$ cat config.mk
export PLATFORM = sky130hd
export DESIGN_NAME = sat_frac_mac
export DESIGN_NICKNAME = d
export VERILOG_FILES = /design/src/rtl/sat_frac_mac.sv
export SDC_FILE = /design/constraint.sdc
export NUM_CORES = 1
export LEC_CHECK = 0
export BUFFER_PORTS_ARGS = -buffer_cell sky130_fd_sc_hd__buf_2
export CAP_MARGIN = 20
export CORE_MARGIN = 1.5
export CORE_UTILIZATION = 55
export CTS_CLUSTER_SIZE = 16
export DETAILED_ROUTE_END_ITERATION = 6
export PLACE_DENSITY = 0.8
export SLEW_MARGIN = 20
export SYNTH_ARGS = -nofsm -noshare
export SYNTH_HDL_FRONTEND = slang
export SYNTH_SLANG_ARGS = --single-unit
$ cat constraint.sdc
create_clock -name clk -period 25.9 [get_ports clk]
set_input_delay 1.295 -clock clk [delete_from_list [all_inputs] [get_ports clk]]
set_output_delay 1.295 -clock clk [all_outputs]
set_load 0.03 [all_outputs]
$ cat src/rtl/sat_frac_mac.sv
`timescale 1ns/1ps
module sat_frac_mac #(
  parameter int DW = 16,
  parameter int AW = 36
) (
  input  logic          clk,
  input  logic          rst_n,
  input  logic          op_valid,
  input  logic [2:0]    op_code,
  input  logic [DW-1:0] op_data,
  output logic          done,
  output logic [AW-1:0] rd_data,
  output logic          ext_ovf,
  output logic          acc_ovf,
  output logic          sat_mode
);
  localparam int PW = 2 * DW;
  localparam int GW = AW - PW;
  localparam logic [2:0] OP_LDH = 3'd1, OP_LDI = 3'd2, OP_MUL = 3'd3,
                         OP_MAC = 3'd4, OP_CLR = 3'd5, OP_MODE = 3'd6,
                         OP_RD = 3'd7;
  localparam logic [DW-1:0] MIN_Q = {1'b1, {(DW-1){1'b0}}};
  localparam logic [AW-1:0] SAT_POS = {{(GW+1){1'b0}}, {(PW-1){1'b1}}};
  localparam logic [AW-1:0] SAT_NEG = {{(GW+1){1'b1}}, {(PW-1){1'b0}}};

  logic [DW-1:0] mpy, mcd;
  logic [AW-1:0] acc;
  logic          sgn;

  logic signed [PW-1:0] prod_raw;
  logic [PW-1:0] prod_q;
  logic [AW-1:0] prod_x, sum, nxt;
  logic          special, add_ovf, is_mul, is_mac, nxt_fits, new_ext, new_aov, prev_clr;

  assign prod_raw = $signed(mpy) * $signed(mcd);
  assign special  = (mpy == MIN_Q) && (mcd == MIN_Q);
  assign prod_q   = special ? {1'b0, {(PW-1){1'b1}}} : {prod_raw[PW-2:0], 1'b0};
  assign prod_x   = {{GW{prod_q[PW-1]}}, prod_q};
  assign sum      = acc + prod_x;
  assign add_ovf  = (acc[AW-1] == prod_x[AW-1]) && (sum[AW-1] != acc[AW-1]);
  assign is_mul   = op_valid && (op_code == OP_MUL);
  assign is_mac   = op_valid && (op_code == OP_MAC);
  assign nxt      = is_mul ? prod_x : sum;
  assign nxt_fits = (&nxt[AW-1:PW-1]) || ~(|nxt[AW-1:PW-1]);
  assign prev_clr = is_mul || (!ext_ovf && !acc_ovf);
  assign new_ext  = (is_mac && ext_ovf) || !nxt_fits;
  assign new_aov  = (is_mac && (acc_ovf || add_ovf)) || special;

  always_ff @(posedge clk or negedge rst_n) begin
    if (!rst_n) begin
      mpy <= '0; mcd <= '0; acc <= '0; sgn <= 1'b0;
      ext_ovf <= 1'b0; acc_ovf <= 1'b0; sat_mode <= 1'b0;
      rd_data <= '0; done <= 1'b0;
    end else begin
      done <= op_valid;
      if (op_valid) begin
        case (op_code)
          OP_LDH: mpy <= op_data;
          OP_LDI: mcd <= op_data;
          OP_MUL, OP_MAC: begin
            acc     <= nxt;
            ext_ovf <= new_ext;
            acc_ovf <= new_aov;
            if (prev_clr && (new_ext || new_aov))
              sgn <= (is_mac && add_ovf) ? acc[AW-1] : nxt[AW-1];
          end
          OP_CLR: begin
            acc <= '0; ext_ovf <= 1'b0; acc_ovf <= 1'b0;
          end
          OP_MODE: sat_mode <= op_data[0];
          OP_RD:
            rd_data <= (sat_mode && (ext_ovf || acc_ovf)) ? (sgn ? SAT_NEG : SAT_POS) : acc;
          default: ;
        endcase
      end
    end
  end

  AST_DONE_FOLLOWS: assert property (@(posedge clk) disable iff (!rst_n) op_valid |=> done);
  AST_DONE_IDLE: assert property (@(posedge clk) disable iff (!rst_n) !op_valid |=> !done);
  AST_CLR_FLAGS: assert property (@(posedge clk) disable iff (!rst_n)
    op_valid && op_code == OP_CLR |=> !ext_ovf && !acc_ovf && acc == '0);
  AST_EXT_STICKY: assert property (@(posedge clk) disable iff (!rst_n)
    ext_ovf && !(op_valid && (op_code == OP_CLR || op_code == OP_MUL)) |=> ext_ovf);
  AST_ACC_STICKY: assert property (@(posedge clk) disable iff (!rst_n)
    acc_ovf && !(op_valid && (op_code == OP_CLR || op_code == OP_MUL)) |=> acc_ovf);
  AST_READ_KEEPS: assert property (@(posedge clk) disable iff (!rst_n)
    op_valid && op_code == OP_RD |=> $stable(acc));
  AST_MODE_SET: assert property (@(posedge clk) disable iff (!rst_n)
    op_valid && op_code == OP_MODE |=> sat_mode == $past(op_data[0]));
  AST_SAT_RANGE: assert property (@(posedge clk) disable iff (!rst_n)
    op_valid && op_code == OP_RD && sat_mode && (ext_ovf || acc_ovf)
    |=> (rd_data == SAT_POS || rd_data == SAT_NEG));
  AST_SPECIAL_FLAG: assert property (@(posedge clk) disable iff (!rst_n)
    op_valid && (op_code == OP_MUL || op_code == OP_MAC) && mpy == MIN_Q && mcd == MIN_Q
    |=> acc_ovf);
endmodule

==> results of run 1 <==
worst max-delay path: cells and delay by family (launching register included):
family	cells	cell delay, ns
adders and majority gates	8	4.13
AOI/OAI and AO/OA	12	2.53
and+or+nand+nor	9	1.47
DFF	1	0.75
xor gates and xnor gates	2	0.36
buffers and inverters	4	0.30
through the flow:
stage,worst slack (ns),cells
CTS,16.36,2211
global route,15.58,2213
finish,16.20,2213
global placement,16.75,2196
detailed placement,16.44,2196
floorplan,17.49,1819
cells in the final DEF, fill, tap and decap left out, types with 5 or more instances in the layout:
| cell type | instances |
|---|---|
| nand2_1 | 256 |
| xnor2_1 | 38 |
| nor2b_1 | 6 |
| inv_1 | 300 |
| dfrtp_1 | 109 |
| ha_1 | 118 |
| o21a_1 | 13 |
| o21ai_1 | 5 |
| nand2b_1 | 21 |
| o211ai_1 | 7 |
| a21oi_1 | 108 |
| fa_1 | 257 |
| buf_2 | 60 |
| mux2_2 | 33 |
| a211oi_1 | 10 |
| a31oi_1 | 7 |
| clkbuf_16 | 9 |
| nor3_1 | 12 |
| a221o_1 | 5 |
| buf_4 | 11 |
| nor4_1 | 7 |
| xor2_1 | 24 |
| a21o_1 | 27 |
| o21ai_0 | 104 |
| o21bai_1 | 5 |
| nor2_1 | 60 |
| and2_1 | 121 |
| nand3_1 | 11 |
per-layer routing:
layer / global-route usage (%) / part of all wire [%]
met3: 2.850 / 4.9
met5: 0 / 0
met2: 48.73 / 51
met4: 11.82 / 3.9
met1: 34.96 / 40
final cells by class:
| cell class | instances | area [um^2] |
|---|---|---|
| timing repair buffer | 73 | 414.1 |
| multi-input combinational | 1331 | 12140 |
| clock buffer | 9 | 225.2 |
| inverter | 301 | 1130 |
| fill | 2386 | 11750 |
| clock inverter | 6 | 61.31 |
| tap | 384 | 480.5 |
| sequential | 109 | 2728 |
cell families after synthesis:
| family | count (synthesis) |
|---|---|
| fa+ha+maj | 375 |
| xor+xnor | 62 |
| compound gates | 334 |
| simple gates | 526 |
| mux | 34 |
| buf+inv | 379 |
| flops | 109 |
registers in the layout, indices dropped and copies added (netlist names):
| signal | count |
|---|---|
| ext_ovf | 1 |
| acc_ovf | 1 |
| sat_mode | 1 |
| mcd | 16 |
| acc | 36 |
| rd_data | 36 |
| done | 1 |
| mpy | 16 |
| sgn | 1 |
how the worst max path moves through the flow:
stage,start,depth (start not counted),endpoint,slack (ns)
final,mpy[15],35,sgn,16.20
after global routing,mpy[15],35,sgn,15.58
after floorplan,mcd[7],38,sgn,17.49
after global placement,mpy[10],35,sgn,16.75
after detailed placement,mpy[15],35,sgn,16.44
after CTS,mpy[15],35,sgn,16.36
==> flow_summary_export.csv, run 1 <==
group,metric,value,unit
run_status,outcome,"complete, no violations",
route,wl,39200,um
floorplanning,chipWidth,174.9,um
final_layout,fin_area,17180,um^2
flow_run,cap_violations,0,
final_layout,drive_gt1_share,7.928,%
timing,setup_viol,0,
yosys,seq_area_frac_synth,16.78,%
setup_path,cp_slowest_cell,"fa_1",
placed_design,port_buffers,61,
global_route,grt_usage,27.76,%
clock_tree,cts_sinks,109,
yosys,synth_compound_area_share,12.63,%
timing,timing_hold_violations_final,0,
yosys,syn_nets,2216,
setup_path,cp-start-kind,"register",
yosys,ys.flop_type,"dfrtp_1",
setup_path,crit_path_max_fanout,19,
clock_tree,max-clock-path-buffers,2,
yosys,synth.area.top_cells,"fa_1 32%, dfrtp_1 17%, ha_1 9.1%",
setup_path,critPathArrivalTime,9.95,ns
min_path,hold_path.class,"reg2reg",
clock_tree,cts_buffers,9,
route,vias,12660,
timing,rsz0062_at_grt,"no",
yosys,yosysWarningCount,0,
route,drc_errors,0,
min_path,min-delay-start,"rd_data[9]",
yosys,synthSimpleGateAreaFrac,15.41,%
placed_design,hpwlAfterDp,30160,um
clock_tree,postCtsSetupBuffers,0,
yosys,synth_fa_ha_area_share,40.73,%
min_path,whs_path_depth,2,
clock_tree,tritoncts,"yes",
timing,period_share,37.45,%
setup_path,crit_path_frequent_cell,"fa_1",
min_path,hold_end,"rd_data[9]",
global_route,first_global_vias,13760,
placed_design,place_area,16860,um^2
clock_tree,clock_latency,0.37,ns
yosys,synth_top_family_by_area,"adder cells",
timing,drv_slew,0,
timing,whs,0.4810,ns
global_route,overflow,0,
yosys,synthCells,1819,
route,drt_iter0_markers,871,
setup_path,reg2reg_depth,35,
global_route,grt_max_degree,77,
setup_path,r2r-end,"sgn",
setup_path,end_kind,"register",
setup_path,critPathKind,"reg2reg",
yosys,syn_area,16260,um^2
yosys,ys_types,76,
route,postRouteAntennaNets,0,
timing,fin_crit,9.698,ns
route,vias_per_cell,5.722,
clock_tree,cts_hold_buf,0,
yosys,synth_xor_area_share,3.340,%
yosys,synth-async-reset-ratio,100.0,%
yosys,yosysTopAreaCellShare,31.65,%
clock_tree,ctsHtreeMaxLevel,3,
final_layout,fin_util,59.38,%
yosys,synth_edf_count,0,
final_layout,antenna_cells_inserted,0,
global_route,grt_first_pass_wirelength,67290,um
clock_tree,path_clk_slew,0.09,ns
placed_design,routabilityCongestion,0.9304,
floorplanning,rows,62,
timing,worst_pin_slew,0.8430,ns
clock_tree,cts_root_buf,"clkbuf_16",
setup_path,cp.required,26.15,ns
global_route,antenna_found_initial,0,
setup_path,reg2reg_from,"mpy[15]",
yosys,ys_ff_latch,109,
yosys,synth.area.mux_share,2.347,%
floorplanning,die-area,30600,um^2
timing,finClkSkew,0.01106,ns
timing,fmax,0.1031,GHz
route,first_pass_iters,5,
timing,max_slew_margin,43.56,%
timing,tns,0,ns
setup_path,slowest_delay,0.89,ns
yosys,synth_most_common_cell,"inv_1",
yosys,synth_top_area_cell,"fa_1",
yosys,synth.avg_cell_area,8.937,um^2
floorplanning,core_area,28940,um^2
clock_tree,cts_resized,0,
route,wire_per_inst,17.72,um
yosys,synth_common_cells,"300 x inv_1, 257 x fa_1, 256 x nand2_1, 121 x and2_1, 118 x ha_1",
setup_path,r2r_slack,16.20,ns
final_layout,syn_to_final_growth,5.695,%
floorplanning,start_util,56.18,%
final_layout,fin_nets,2222,
floorplanning,boundaryPins,62,
floorplanning,die_h,174.9,um
Power of run 1 is left out: the tool's default activity adds up to more than one toggle a clock period on the data nets, which glitch-free logic cannot reach.
==> inputs of run 2 (changes only) <==
Clock period 25.9 ns to 9.5 ns, I/O delays scaled along.
==> flow_summary_export.csv, run 2 (synthesis results as in run 1) <==
group,metric,value,unit
run_status,outcome,"complete, no violations",
final_layout,final_common_cell,"inv_1",
flow_run,cap_violations,0,
setup_path,slowest_delay,0.55,ns
final_layout,antenna_cells_inserted,0,
global_route,grt_usage,27.18,%
setup_path,critPathArrivalTime,9.39,ns
floorplanning,chipWidth,174.9,um
setup_path,end_kind,"register",
clock_tree,tritoncts,"yes",
timing,max_slew_margin,34.07,%
timing,timing_hold_violations_final,0,
final_layout,fin_nets,2234,
route,postRouteAntennaNets,0,
clock_tree,cts_root_buf,"clkbuf_16",
setup_path,cp.required,9.80,ns
timing,period_share,95.61,%
route,vias_per_cell,5.693,
floorplanning,boundaryPins,62,
clock_tree,max-clock-path-buffers,2,
timing,drv_slew,0,
setup_path,critPathKind,"reg2reg",
clock_tree,postCtsSetupBuffers,0,
clock_tree,clock_latency,0.38,ns
timing,whs,0.05002,ns
setup_path,cp_slowest_cell,"dfrtp_2",
placed_design,place_area,16960,um^2
final_layout,largest_registers,"acc (36), rd_data (36)",
clock_tree,cts_buffers,9,
global_route,grt_first_pass_wirelength,66230,um
setup_path,crit_path_max_fanout,18,
global_route,overflow,0,
global_route,antenna_found_initial,0,
setup_path,reg2reg_from,"mcd[4]",
final_layout,drive_gt1_share,9.723,%
global_route,first_global_vias,13660,
setup_path,reg2reg_depth,36,
route,wl,38850,um
floorplanning,die_h,174.9,um
floorplanning,rows,62,
floorplanning,core_area,28940,um^2
final_layout,syn_to_final_growth,6.580,%
setup_path,r2r-end,"sgn",
global_route,grt_max_degree,76,
route,wire_per_inst,17.46,um
clock_tree,cts_sinks,109,
route,vias,12670,
clock_tree,ctsHtreeMaxLevel,3,
timing,setup_viol,0,
setup_path,cp-start-kind,"register",
final_layout,fin_util,59.88,%
placed_design,routabilityCongestion,0.9325,
placed_design,port_buffers,61,
setup_path,r2r_slack,0.42,ns
timing,fin_crit,9.083,ns
min_path,hold_path.class,"in2async",
placed_design,hpwlAfterDp,29980,um
timing,worst_pin_slew,0.9890,ns
timing,fmax,0.1101,GHz
final_layout,fin_area,17330,um^2
setup_path,crit_path_frequent_cell,"fa_1",
floorplanning,die-area,30600,um^2
timing,finClkSkew,0.01195,ns
final_layout,layout_common_cells,"300 x inv_1, 256 x nand2_1, 256 x fa_1",
route,drt_iter0_markers,893,
route,first_pass_iters,5,
floorplanning,start_util,56.18,%
clock_tree,path_clk_slew,0.09,ns
route,drc_errors,0,
run 2: layer usage:
layer  up-vias  wire length (um)  global-route usage (%)
met4         0              1479                   11.86
met1      6332             15600                   33.57
met5         -                 0                       0
li1       5806                 -                       -
met3       106              1841                   2.850
met2       422             19930                   48.30
run 2: final cells by class:
cell class / instances / area (um^2)
multi-input cells: 1331 / 12160
fillers: 2408 / 11610
flip-flops and latches: 109 / 2758
inverters: 301 / 1130
repair buffers: 85 / 491.7
well taps: 384 / 480.5
clock buffers: 9 / 225.2
clock inverters: 6 / 80.08
run 2: critical path, delay by kind of cell, from the launching register on:
kind	cells	cell delay, ns
buf+inv	4	0.20
flops	1	0.55
compound gates	12	2.71
fa+ha+maj	8	3.73
simple gates	11	1.65
xor+xnor	1	0.15
run 2: timing repair:
item	in CTS	in global routing
endpoints found under the setup margin	0	3
hold buffers	0	0
resized for setup	0	26
run 2: worst max path at each step:
| stage | from | endpoint | slack, ns | cells past startpoint |
|---|---|---|---|---|
| floorplan | mcd[7] | sgn | 1.09 | 38 |
| global placement | mpy[10] | sgn | 0.50 | 35 |
| detailed placement | mpy[10] | sgn | 0.24 | 35 |
| CTS | mpy[10] | sgn | 0.13 | 35 |
| global route | mcd[4] | sgn | -0.01 | 35 |
| finish | mcd[4] | sgn | 0.42 | 36 |
run 2: stage by stage:
stage               std cells  setup WS (ns)   TNS, ns
floorplan                1819          1.091         0
global placement         2209         0.4962         0
detailed placement       2209         0.2405         0
CTS                      2224         0.1337         0
global route             2225       -0.01107  -0.01107
finish                   2225         0.4174         0
Power of run 2 is left out for the same reason.
==> inputs of run 3 (changes only) <==
Settings changed: REMOVE_ABC_BUFFERS from default to 1.
==> flow_summary_export.csv, run 3 (synthesis results as in run 1) <==
group,metric,value,unit
clock_tree,clock_latency,0.38,ns
clock_tree,cts_resized,0,
clock_tree,path_clk_slew,0.08,ns
route,wire_per_inst,17.59,um
final_layout,syn_to_final_growth,6.288,%
floorplanning,rows,62,
timing,drv_slew,0,
timing,tns,0,ns
floorplanning,chipWidth,174.9,um
final_layout,final_common_cell,"inv_1",
timing,rsz0062_at_grt,"no",
setup_path,end_kind,"register",
setup_path,critPathKind,"reg2reg",
route,drc_errors,0,
clock_tree,cts_buffers,9,
timing,fmax,0.1094,GHz
global_route,grt_max_degree,65,
clock_tree,max-clock-path-buffers,2,
global_route,overflow,0,
floorplanning,die_h,174.9,um
clock_tree,ctsHtreeMaxLevel,3,
setup_path,cp-start-kind,"register",
timing,max_slew_margin,45.10,%
setup_path,cp_slowest_cell,"dfrtp_2",
setup_path,cp.required,9.82,ns
placed_design,post-place-ws,0.2165,ns
placed_design,port_buffers,61,
final_layout,multi_input_area,12160,um^2
clock_tree,cts_hold_buf,0,
route,vias_per_cell,5.700,
placed_design,hpwlAfterDp,29950,um
timing,worst_pin_slew,0.8235,ns
clock_tree,cts_sinks,109,
timing,setup_viol,0,
floorplanning,die-area,30600,um^2
floorplanning,boundaryPins,62,
route,first_pass_iters,5,
clock_tree,cts_root_buf,"clkbuf_16",
flow_run,cap_violations,0,
setup_path,slowest_delay,0.56,ns
global_route,antenna_found_initial,0,
route,postRouteAntennaNets,0,
floorplanning,start_util,56.18,%
timing,fin_ws,0.3629,ns
floorplanning,core_area,28940,um^2
final_layout,drive_gt1_share,9.304,%
final_layout,layout_common_cells,"300 x inv_1, 257 x fa_1, 256 x nand2_1",
timing,fin_crit,9.137,ns
final_layout,fillers,2462,
route,drt_iter0_markers,998,
timing,timing_hold_violations_final,0,
setup_path,crit_path_max_fanout,18,
clock_tree,postCtsSetupBuffers,0,
clock_tree,tritoncts,"yes",
final_layout,largest_registers,"acc (36), rd_data (36)",
route,wl,39070,um
run_status,outcome,"complete, no violations",
min_path,hold_path.class,"in2async",
placed_design,routabilityCongestion,0.9019,
setup_path,critPathArrivalTime,9.45,ns
final_layout,fin_nets,2230,
global_route,grt_first_pass_wirelength,66530,um
timing,period_share,96.18,%
route,vias,12670,
final_layout,antenna_cells_inserted,0,
global_route,grt_usage,27.49,%
final_layout,regArea,2746,um^2
global_route,first_global_vias,13500,
setup_path,crit_path_frequent_cell,"fa_1",
timing,finClkSkew,0.006498,ns
## run 3: cell count changes in the layout (fill, tap and decap cells not counted), sizes merged
cell,before,now
clkbuf,9,10
buf,85,81
## run 3: layout make-up
| cell class | instances | share of cell area [%] |
|---|---|---|
| clock buffer | 10 | 1.325 |
| clock inverter | 6 | 0.4489 |
| inverter | 301 | 6.539 |
| multi-input combinational | 1331 | 70.36 |
| sequential | 109 | 15.89 |
| tap | 384 | 2.781 |
| timing repair buffer | 81 | 2.650 |
## run 3: routing by layer
metal / global-route usage [%] / part of all wire, %
met5: 0 / 0
met4: 13.43 / 4.3
met3: 2.850 / 4.7
met2: 47.07 / 50
met1: 34.94 / 41
## run 3: final timing paths
path	start	endpoint	slack (ns)	cells past startpoint
setup / recovery	mcd[4]	sgn	0.36	36
setup reg to reg	mcd[4]	sgn	0.36	36
hold reg to reg	rd_data[9]	rd_data[9]	0.48	2
max in group asynchronous	rst_n	mpy[3]	8.08	2
hold / removal	rst_n	rd_data[8]	0.12	1
min in group clk	op_data[15]	mcd[15]	0.32	3
## run 3: through the flow
stage	cell area, um^2	hold WS (ns)	utilization (%)	instances
6_report	17280	0.1152	59.72	2222
3_5_place_dp	16940	0.4659	58.53	2206
3_3_place_gp	16940	0.4562	58.53	2206
4_1_cts	17240	0.1313	59.59	2222
5_1_grt	17280	0.1609	59.72	2222
2_1_floorplan	15960	0.1794	-	1741
## run 3: worst max-delay path, delay by kind of cell, from the launching register on
kind / cells / cell delay [ns]
buf+inv: 4 / 0.19
compound gates: 13 / 2.68
fa+ha+maj: 8 / 3.73
simple gates: 10 / 1.73
xor+xnor: 1 / 0.17
flops: 1 / 0.56
Power of run 3 is left out for the same reason.
